==> src/rtl/spi_sclk_pkg.sv <==
package spi_sclk_pkg;

  typedef enum logic [1:0] {
    ST_IDLE   = 2'd0,
    ST_ACTIVE = 2'd1,
    ST_TAIL   = 2'd2
  } genState_t;

  // Strobes from the control FSM to the datapath.
  typedef struct packed {
    logic loadIdle;    // hold sclk at the resting level
    logic idleLevel;   // resting level to load
    logic restart;     // clear the half-period and edge counters
    logic count;       // advance the half-period counter
    logic toggle;      // flip sclk and issue an edge strobe
    logic initLaunch;  // launch strobe at acceptance (phase 0)
  } sclkCtrl_t;

  // Status from the datapath back to the control FSM.
  typedef struct packed {
    logic halfDone;    // current half-period ends this cycle
    logic lastEdge;    // the pending edge is the final one
  } sclkStat_t;

endpackage

==> src/rtl/sclk_ctrl.sv <==
module sclk_ctrl
  import spi_sclk_pkg::*;
#(
  parameter int CODE_W = 3,
  parameter int CNT_W  = 7
) (
  input  logic              clk,
  input  logic              rstN,
  input  logic              enable,
  input  logic              start,
  input  logic [CODE_W-1:0] divCode,
  input  logic              cpolIn,
  input  logic              cphaIn,
  input  sclkStat_t         stat,
  output sclkCtrl_t         ctrl,
  output logic              busy,
  output logic              cfgPol,
  output logic              cfgPha,
  output logic [CNT_W-1:0]  halfLast
);

  genState_t         state;
  genState_t         stateNxt;
  logic [CODE_W-1:0] cfgCode;
  logic [CODE_W-1:0] codeEff;
  logic              accept;

  assign accept = (state == ST_IDLE) && enable && start;
  assign busy   = (state != ST_IDLE);

  // Code 0 is below the legal minimum ratio and is raised to code 1.
  assign codeEff  = (cfgCode == '0) ? CODE_W'(1) : cfgCode;
  assign halfLast = CNT_W'((32'd1 << codeEff) - 32'd1);

  always_comb begin
    stateNxt = state;
    unique case (state)
      ST_IDLE:   if (accept) stateNxt = ST_ACTIVE;
      ST_ACTIVE: if (stat.halfDone && stat.lastEdge) stateNxt = ST_TAIL;
      ST_TAIL:   if (stat.halfDone) stateNxt = ST_IDLE;
      default:   stateNxt = ST_IDLE;
    endcase
  end

  always_comb begin
    ctrl            = '0;
    ctrl.loadIdle   = (state == ST_IDLE);
    ctrl.idleLevel  = cpolIn;
    ctrl.restart    = accept;
    ctrl.count      = (state != ST_IDLE);
    ctrl.toggle     = (state == ST_ACTIVE) && stat.halfDone;
    ctrl.initLaunch = accept && !cphaIn;
  end

  always_ff @(posedge clk or negedge rstN) begin
    if (!rstN) begin
      state   <= ST_IDLE;
      cfgCode <= '0;
      cfgPol  <= 1'b0;
      cfgPha  <= 1'b0;
    end else begin
      state <= stateNxt;
      if (state == ST_IDLE) begin
        cfgCode <= divCode;
        cfgPol  <= cpolIn;
        cfgPha  <= cphaIn;
      end
    end
  end

  // configuration is frozen for the whole transfer
  assert_cfg_frozen_R8 : assert property (@(posedge clk) disable iff (!rstN)
    (busy && $past(busy)) |-> ($stable(cfgCode) && $stable(cfgPol) && $stable(cfgPha)));

  // a transfer only begins from an enabled request
  assert_accept_gated_R9 : assert property (@(posedge clk) disable iff (!rstN)
    $rose(busy) |-> $past(start && enable));

  // the half-period is never shorter than two reference cycles
  assert_min_ratio_R2 : assert property (@(posedge clk) disable iff (!rstN)
    busy |-> (halfLast >= CNT_W'(1)));

endmodule

==> src/rtl/sclk_dp.sv <==
module sclk_dp
  import spi_sclk_pkg::*;
#(
  parameter int CNT_W     = 7,
  parameter int NUM_EDGES = 16,
  parameter int EDGE_W    = 5
) (
  input  logic             clk,
  input  logic             rstN,
  input  sclkCtrl_t        ctrl,
  input  logic [CNT_W-1:0] halfLast,
  input  logic             cfgPha,
  output sclkStat_t        stat,
  output logic             sclk,
  output logic             sampleStb,
  output logic             launchStb
);

  logic [CNT_W-1:0]  halfCnt;
  logic [EDGE_W-1:0] edgeCnt;
  logic [EDGE_W-1:0] edgeIdx;
  logic              leading;

  assign edgeIdx       = edgeCnt + EDGE_W'(1);
  assign leading       = edgeIdx[0];
  assign stat.halfDone = (halfCnt == halfLast);
  assign stat.lastEdge = (edgeIdx == EDGE_W'(NUM_EDGES));

  always_ff @(posedge clk or negedge rstN) begin
    if (!rstN) begin
      halfCnt <= '0;
    end else if (ctrl.restart) begin
      halfCnt <= '0;
    end else if (ctrl.count) begin
      halfCnt <= stat.halfDone ? '0 : halfCnt + CNT_W'(1);
    end
  end

  always_ff @(posedge clk or negedge rstN) begin
    if (!rstN) begin
      edgeCnt <= '0;
    end else if (ctrl.restart) begin
      edgeCnt <= '0;
    end else if (ctrl.toggle) begin
      edgeCnt <= edgeIdx;
    end
  end

  always_ff @(posedge clk or negedge rstN) begin
    if (!rstN) begin
      sclk <= 1'b0;
    end else if (ctrl.loadIdle) begin
      sclk <= ctrl.idleLevel;
    end else if (ctrl.toggle) begin
      sclk <= ~sclk;
    end
  end

  always_ff @(posedge clk or negedge rstN) begin
    if (!rstN) begin
      sampleStb <= 1'b0;
      launchStb <= 1'b0;
    end else begin
      sampleStb <= 1'b0;
      launchStb <= ctrl.initLaunch;
      if (ctrl.toggle) begin
        sampleStb <= leading ^ cfgPha;
        launchStb <= cfgPha ? leading : (!leading && !stat.lastEdge);
      end
    end
  end

  // half-period counter stays inside the programmed window
  assert_no_overflow_R1 : assert property (@(posedge clk) disable iff (!rstN)
    ctrl.count |-> (halfCnt <= halfLast));

  // strobes are mutually exclusive
  assert_stb_exclusive_R5 : assert property (@(posedge clk) disable iff (!rstN)
    !(sampleStb && launchStb));

  // a sample strobe coincides with a fresh sclk level
  assert_sample_on_edge_R5 : assert property (@(posedge clk) disable iff (!rstN)
    sampleStb |-> (sclk != $past(sclk)));

  // never more edges than a transfer holds
  assert_edge_bound_R7 : assert property (@(posedge clk) disable iff (!rstN)
    edgeCnt <= EDGE_W'(NUM_EDGES));

endmodule

==> src/rtl/spi_sclk_gen.sv <==
module spi_sclk_gen
  import spi_sclk_pkg::*;
#(
  parameter int CODE_W  = 3,
  parameter int PERIODS = 8
) (
  input  logic              clk,
  input  logic              rstN,
  input  logic              enable,
  input  logic              start,
  input  logic [CODE_W-1:0] divCode,
  input  logic              cpol,
  input  logic              cpha,
  output logic              sclk,
  output logic              sampleStb,
  output logic              launchStb,
  output logic              ssActive,
  output logic              busy
);

  localparam int CNT_W     = (1 << CODE_W) - 1;
  localparam int NUM_EDGES = 2 * PERIODS;
  localparam int EDGE_W    = $clog2(NUM_EDGES + 1);

  sclkCtrl_t        ctrl;
  sclkStat_t        stat;
  logic [CNT_W-1:0] halfLast;
  logic             cfgPol;
  logic             cfgPha;
  logic             busyInt;

  sclk_ctrl #(.CODE_W(CODE_W), .CNT_W(CNT_W)) u_ctrl (
    .clk      (clk),
    .rstN     (rstN),
    .enable   (enable),
    .start    (start),
    .divCode  (divCode),
    .cpolIn   (cpol),
    .cphaIn   (cpha),
    .stat     (stat),
    .ctrl     (ctrl),
    .busy     (busyInt),
    .cfgPol   (cfgPol),
    .cfgPha   (cfgPha),
    .halfLast (halfLast)
  );

  sclk_dp #(.CNT_W(CNT_W), .NUM_EDGES(NUM_EDGES), .EDGE_W(EDGE_W)) u_dp (
    .clk       (clk),
    .rstN      (rstN),
    .ctrl      (ctrl),
    .halfLast  (halfLast),
    .cfgPha    (cfgPha),
    .stat      (stat),
    .sclk      (sclk),
    .sampleStb (sampleStb),
    .launchStb (launchStb)
  );

  assign busy     = busyInt;
  assign ssActive = busyInt;

  // resting level tracks polarity while idle
  assert_idle_level_R3 : assert property (@(posedge clk) disable iff (!rstN)
    (!busy && $past(!busy)) |-> (sclk == $past(cpol)));

  // transfer ends with the clock at its captured resting level
  assert_tail_idle_R7 : assert property (@(posedge clk) disable iff (!rstN)
    $fell(busy) |-> (sclk == cfgPol));

  // no edge strobe in the first busy cycle besides the initial launch
  assert_ss_lead_R6 : assert property (@(posedge clk) disable iff (!rstN)
    $rose(ssActive) |-> !sampleStb);

endmodule

==> config.mk <==
export PLATFORM = sky130hd
export DESIGN_NAME = spi_sclk_gen
export DESIGN_NICKNAME = d
export VERILOG_FILES = /design/src/rtl/spi_sclk_pkg.sv /design/src/rtl/sclk_ctrl.sv /design/src/rtl/sclk_dp.sv /design/src/rtl/spi_sclk_gen.sv
export SDC_FILE = /design/constraint.sdc
export NUM_CORES = 1
export LEC_CHECK = 0
export ABC_AREA = 1
export CAP_MARGIN = 20
export CORE_AREA = 3 3 44 85
export DETAILED_ROUTE_END_ITERATION = 8
export DIE_AREA = 0 0 47 88
export MAX_ROUTING_LAYER = met4
export PLACE_DENSITY_LB_ADDON = 0.1
export SYNTH_ARGS = -nofsm -noshare
export SYNTH_HDL_FRONTEND = slang
export SYNTH_SLANG_ARGS = --single-unit
export TNS_END_PERCENT = 30
==> constraint.sdc <==
create_clock -name clk -period 1.8 [get_ports clk]
set_input_delay 0.36 -clock clk [delete_from_list [all_inputs] [get_ports clk]]
set_output_delay 0.36 -clock clk [all_outputs]
set_load 0.05 [all_outputs]
Yosys cells after proc, flatten, opt, wreduce, memory -nomap -nowiden
Index checks and enable logic that the tools add are counted.

Register bits after elaboration: 21. Bits in latches: 0. RAM bits: 0. Bits in read-only memories: 0. Input port bits: 9. Word-level logic and storage cells: 52. Memories: 0.

$add $sub $neg: 3. $mul: 0. Div/mod/pow operators: 0. Order comparisons: 0. Equal/unequal tests: 7. Shifts and indexed selects: 1. Multiplexer cells: 15. Bitwise logic cells: 2. Reductions and logical operators: 16.

Operators with widths (number): $mux W7 (3); $mux W5 (2); $reduce_bool A2 Y1 (4); $add A7 B1 Y7 const B (1); $eq A7 B7 Y1 (1); $shl A1 B3 Y7 const A (1); $sub A7 B1 Y7 const B (1); $logic_and A1 B1 Y1 (6); $mux W2 (3); $ne A2 B1 Y1 const B (3); $pmux W2 S3 (1); $add A5 B1 Y5 const B (1); $eq A5 B5 Y1 const B (1); $mux W1 (5); $logic_not A1 Y1 (3); $logic_not A3 Y1 (1); $mux W3 (1); $reduce_and A3 Y1 (1); $eq A2 B1 Y1 const B (1); $eq A2 B2 Y1 const B (1); $logic_not A2 Y1 (1); $not A1 Y1 (1); $xor A1 B1 Y1 (1).

Logic depth before layout (Yosys ltp)
Word-level depth: 8. Gate-level depth with buffers: 12.

Modules after synthesis
A second synthesis with hierarchy kept.

Cell total of the unflattened synthesis: 164. Area total of the unflattened synthesis: 1348.8 µm².

Modules (own cells, without submodules): sclk_dp (times used 1, cells each 106, area an instance 912.1 µm², sequential area each 375.4 µm²); sclk_ctrl (times used 1, cells each 57, area an instance 429.2 µm², sequential area each 175.2 µm²); spi_sclk_gen (times used 1, cells each 1, area an instance 7.5 µm², sequential area each 0.0 µm²).

Worst setup path after synthesis
No wires, ideal clock.

Kind: register to register. Start: register u_ctrl.cfgCode[2]. End: register u_dp.sclk. Setup time: 0.119 ns. Data arrival time: 1.504 ns. Setup slack: 0.177 ns. Stages on the path, launching flop included: 11. Period minus slack after synthesis: 1.623 ns. Path through: dfrtp_1 > inv_2 > nand2_1 > ha_1 > nor2_1 > nor2_1 > nand3_1 > nor2_4 > nand4_4 > nand3_1 > nand2_1.

Longest elaborated chain between the ends: 7.

RTL lines: from (decl) (RTL line sclk_ctrl.sv:24) `logic [CODE_W-1:0] cfgCode;`; from (signal assigned) (RTL line sclk_ctrl.sv:64) `cfgCode <= divCode;`; $logic_not A3 Y1 (RTL line sclk_ctrl.sv:32) `assign codeEff = (cfgCode == '0) ? CODE_W'(1) : cfgCode;`; $mux W3 * (RTL line sclk_ctrl.sv:32); $shl A1 B3 Y7 * (RTL line sclk_ctrl.sv:33) `assign halfLast = CNT_W'((32'd1 << codeEff) - 32'd1);`; $sub A7 B1 Y7 * (RTL line sclk_ctrl.sv:33); $eq A7 B7 Y1 * (RTL line sclk_dp.sv:26) `assign stat.halfDone = (halfCnt == halfLast);`; $logic_and A1 B1 Y1 * (RTL line sclk_ctrl.sv:51) `ctrl.toggle = (state == ST_ACTIVE) && stat.halfDone;`; $reduce_bool A2 Y1 (no source line) *; to (signal assigned) (RTL line sclk_dp.sv:53) `sclk <= ctrl.idleLevel;`; to (signal assigned) (RTL line sclk_dp.sv:55) `sclk <= ~sclk;`; to (decl) (RTL line sclk_dp.sv:14) `output logic sclk,`.

Mark *: on every way between the ends. The rest lies on a longest branch, timed or not. A chain may end at the register's enable or synchronous reset.

Worst setup path after layout
Start: register u_ctrl.cfgCode[1]. End: register u_dp.edgeCnt[4].

Longest elaborated chain between the ends: 7.

RTL lines: $logic_not A3 Y1 (RTL line sclk_ctrl.sv:32); $mux W3 * (RTL line sclk_ctrl.sv:32); $shl A1 B3 Y7 * (RTL line sclk_ctrl.sv:33); $sub A7 B1 Y7 * (RTL line sclk_ctrl.sv:33); $eq A7 B7 Y1 * (RTL line sclk_dp.sv:26); $logic_and A1 B1 Y1 * (RTL line sclk_ctrl.sv:51); $reduce_bool A2 Y1 (no source line) *; to (signal assigned) (RTL line sclk_dp.sv:45) `edgeCnt <= edgeIdx;`; to (decl) (RTL line sclk_dp.sv:20) `logic [EDGE_W-1:0] edgeCnt;`.

Marked as above.

==> impl_metrics.json <==
{
  "cts_tree": "yes",
  "synth.largest_area_cell": "dfrtp_1",
  "synth_area_um2": 1230,
  "p_sw_frac": 0.469,
  "dp_hpwl_um": 2260,
  "ioPinCount": 14,
  "slowest_stage": "dfrtp_1",
  "grt_usage": 0.171,
  "p_switching_mw": 1.09,
  "stdcell_area_um2": 1550,
  "power.share.clock": 0.131,
  "synth_edf_count": 0,
  "synth.top_cell.area_share": 0.427,
  "postSynthAreaPerCell_um2": 7.59,
  "cts_buffers": 3,
  "max_freq_ghz": 0.574,
  "fp-row-count": 29,
  "report.power.total_mw": 2.33,
  "sequentialPowerShare": 0.343,
  "required_ps": 2000,
  "synthCells": 162,
  "globalRoute.busiestLayer": "met2",
  "dpl_worst_slack_ps": 109,
  "fin_crit_sh": 0.967,
  "use_met3": 0.0247,
  "max_stage_delay_ps": 400,
  "dr.pass1.iters": 4,
  "htreeDepth": 1,
  "grt_max_degree": 22,
  "power_leakage_nw": 0.774,
  "post_dp_cell_area_um2": 1430,
  "arrival_ps": 1940,
  "finalMaxSlewViolations": 0,
  "worst_clock_skew_ps": 4.38,
  "use_met2": 0.295,
  "critPathCaptureType": "flop",
  "power_frac_comb": 0.527,
  "drive_gt1_frac": 0.210,
  "synth.most_common_cell": "nand2_1",
  "ant_nets": 0,
  "hold_viol_final": 0,
  "use_met1": 0.180,
  "vias_per_cell": 5.25,
  "die_area_um2": 4140,
  "grt_pass1_wl_um": 5030,
  "wl_per_cell_um": 13.4,
  "numPortBuffers": 13,
  "intPower_mw": 1.24,
  "power_density_nw_per_um2": 1500,
  "crit_buf_inv": 1,
  "synthTopCellsByArea": "dfrtp_1 43%, nand2_1 15%, nand3_1 6.9%",
  "synth_nets": 174,
  "synthArstFlopShare": 1.00,
  "wirelength_um": 2920,
  "ir_worst_vdd_uv": 662,
  "drcViolationCount": 0,
  "setup-violations-final": 0,
  "drt_iter0_drc": 22,
  "crit_type": "reg2reg",
  "synth_ff_type": "dfrtp_1",
  "ys_ff_latch": 21,
  "cp_max_fo": 5,
  "diodes": 0,
  "path_cells": "inv_2 > nand2_2 > ha_4 > nor2_4 > nor2_2 > nand3_2 > nor2_4 > nand4_4 > nand2_4 > nand2_1 > nand2_1",
  "initial_utilization": 0.385,
  "overflow": 0,
  "die_x_um": 47,
  "critical_path.top_delay_family": "simple AND/OR/NAND/NOR gates",
  "yosys_warnings": 0,
  "synth_cell_types": 27,
  "clk_latency_ps": 260,
  "cap_violations": 0,
  "antenna_found_initial": 0,
  "timing.setup.tns_ps": 0,
  "ys_top_cells_by_count": "49 x nand2_1, 21 x dfrtp_1, 19 x inv_1, 17 x nand3_1, 13 x nor2_1",
  "cts_num_sinks": 21,
  "rsz0062_at_grt": "yes",
  "core_region_area_um2": 3190,
  "clk_path_buf_depth": 2,
  "die_h_um": 88,
  "outcome": "completed",
  "setup_slack_ps": 59.3,
  "synth-seq-area-share": 0.427,
  "fin_crit_ps": 1740,
  "place_congestion": 0.788,
  "worstSetupStartpointType": "flop",
  "cts.clk_slew.worst_paths_ps": 80,
  "nNetsFinal": 199,
  "syn2layout_area_growth_pct": 26.2,
  "cts_root_buf": "clkbuf_8",
  "rrSetupSlack_ps": 60,
  "vias": 1140,
  "grt_pass1_vias": 1176,
  "hp-class": "in2async"
}
==> flip-flops by register name (all words and copies together) (netlist names) <==
register / count
u_ctrl.state: 2
u_ctrl.cfgPha: 1
u_dp.sclk: 1
u_dp.sampleStb: 1
u_dp.edgeCnt: 5
u_dp.launchStb: 1
u_dp.halfCnt: 7
u_ctrl.cfgCode: 3
==> power groups by stage <==
| stage | clock [mW] | combinational, mW | sequential [mW] |
|---|---|---|---|
| floorplan | 0 | 0.695 | 0.835 |
| detailed placement | 0 | 1.07 | 0.802 |
| global route | 0.342 | 1.40 | 0.824 |
| finish | 0.305 | 1.23 | 0.799 |
| CTS | 0.315 | 1.07 | 0.793 |
| global placement | 0 | 1.03 | 0.796 |
==> per-stage QoR <==
step           std cells  utilization  hold slack [ps]
4_1_cts              215        0.462              448
5_1_grt              217        0.486              456
3_3_place_gp         211        0.447              510
6_report             217        0.486              429
3_5_place_dp         211        0.447              523
2_1_floorplan        162            -             64.4
==> final timing paths <==
path,cells after the start,startpoint,to
worst max-delay path,11,u_ctrl.cfgCode[1],u_dp.edgeCnt[4]
worst min-delay path,2,rstN,u_ctrl.cfgCode[0]
worst max register to register,11,u_ctrl.cfgCode[1],u_dp.edgeCnt[4]
worst min register to register,2,u_dp.sclk,u_dp.sclk
max in group asynchronous,2,rstN,u_dp.halfCnt[5]
min in group clk,2,u_dp.sclk,u_dp.sclk
==> per-layer routing <==
metal	wire length (um)	share of wire
met1	1070	0.37
met4	83	0.028
met3	70	0.024
met5	0	0
met2	1690	0.58
==> cells in the final DEF (no fill, tap or decap) <==
cell / count
a21oi_1: 2
a21oi_2: 1
buf_4: 13
clkbuf_8: 3
clkdlybuf4s50_1: 8
clkinv_2: 1
conb_1: 1
dfrtp_1: 21
ha_1: 2
ha_4: 1
inv_1: 18
inv_2: 2
nand2_1: 43
nand2_2: 7
nand2_4: 1
nand3_1: 16
nand3_2: 2
nand3_4: 1
nand3b_1: 1
nand4_1: 1
nand4_4: 2
nor2_1: 11
nor2_2: 2
nor2_4: 2
nor3_1: 3
nor3_2: 1
o21ai_0: 11
o21ai_1: 2
o21bai_1: 1
xnor2_1: 1
xor2_1: 5
==> layout make-up <==
cell class,instances,area [um^2]
Clock buffer,3,41.3
Tap cell,31,38.8
Sequential cell,21,526
Multi-Input combinational cell,120,689
Timing Repair Buffer,21,178
Inverter,20,75.1
Fill cell,324,1640
Clock inverter,1,5.00
==> logic make-up (layout without fill, tap and decap cells) <==
| logic type | after synthesis | in the layout | share of synthesized area |
|---|---|---|---|
| simple gates | 92 | 93 | 0.352 |
| buf+inv | 22 | 45 | 0.0702 |
| flops | 21 | 21 | 0.427 |
| compound gates | 17 | 17 | 0.0743 |
| xor+xnor | 6 | 6 | 0.0427 |
| fa+ha+maj | 3 | 3 | 0.0305 |
| other cells | 1 | 1 | 0.00305 |
==> what timing repair did <==
action                     CTS  global route
setup endpoints to repair    0            14
buffers inserted             0             1
hold buffers                 0             0
gates resized for setup      0            15
No activity file was read; power rests on OpenSTA's default activity.
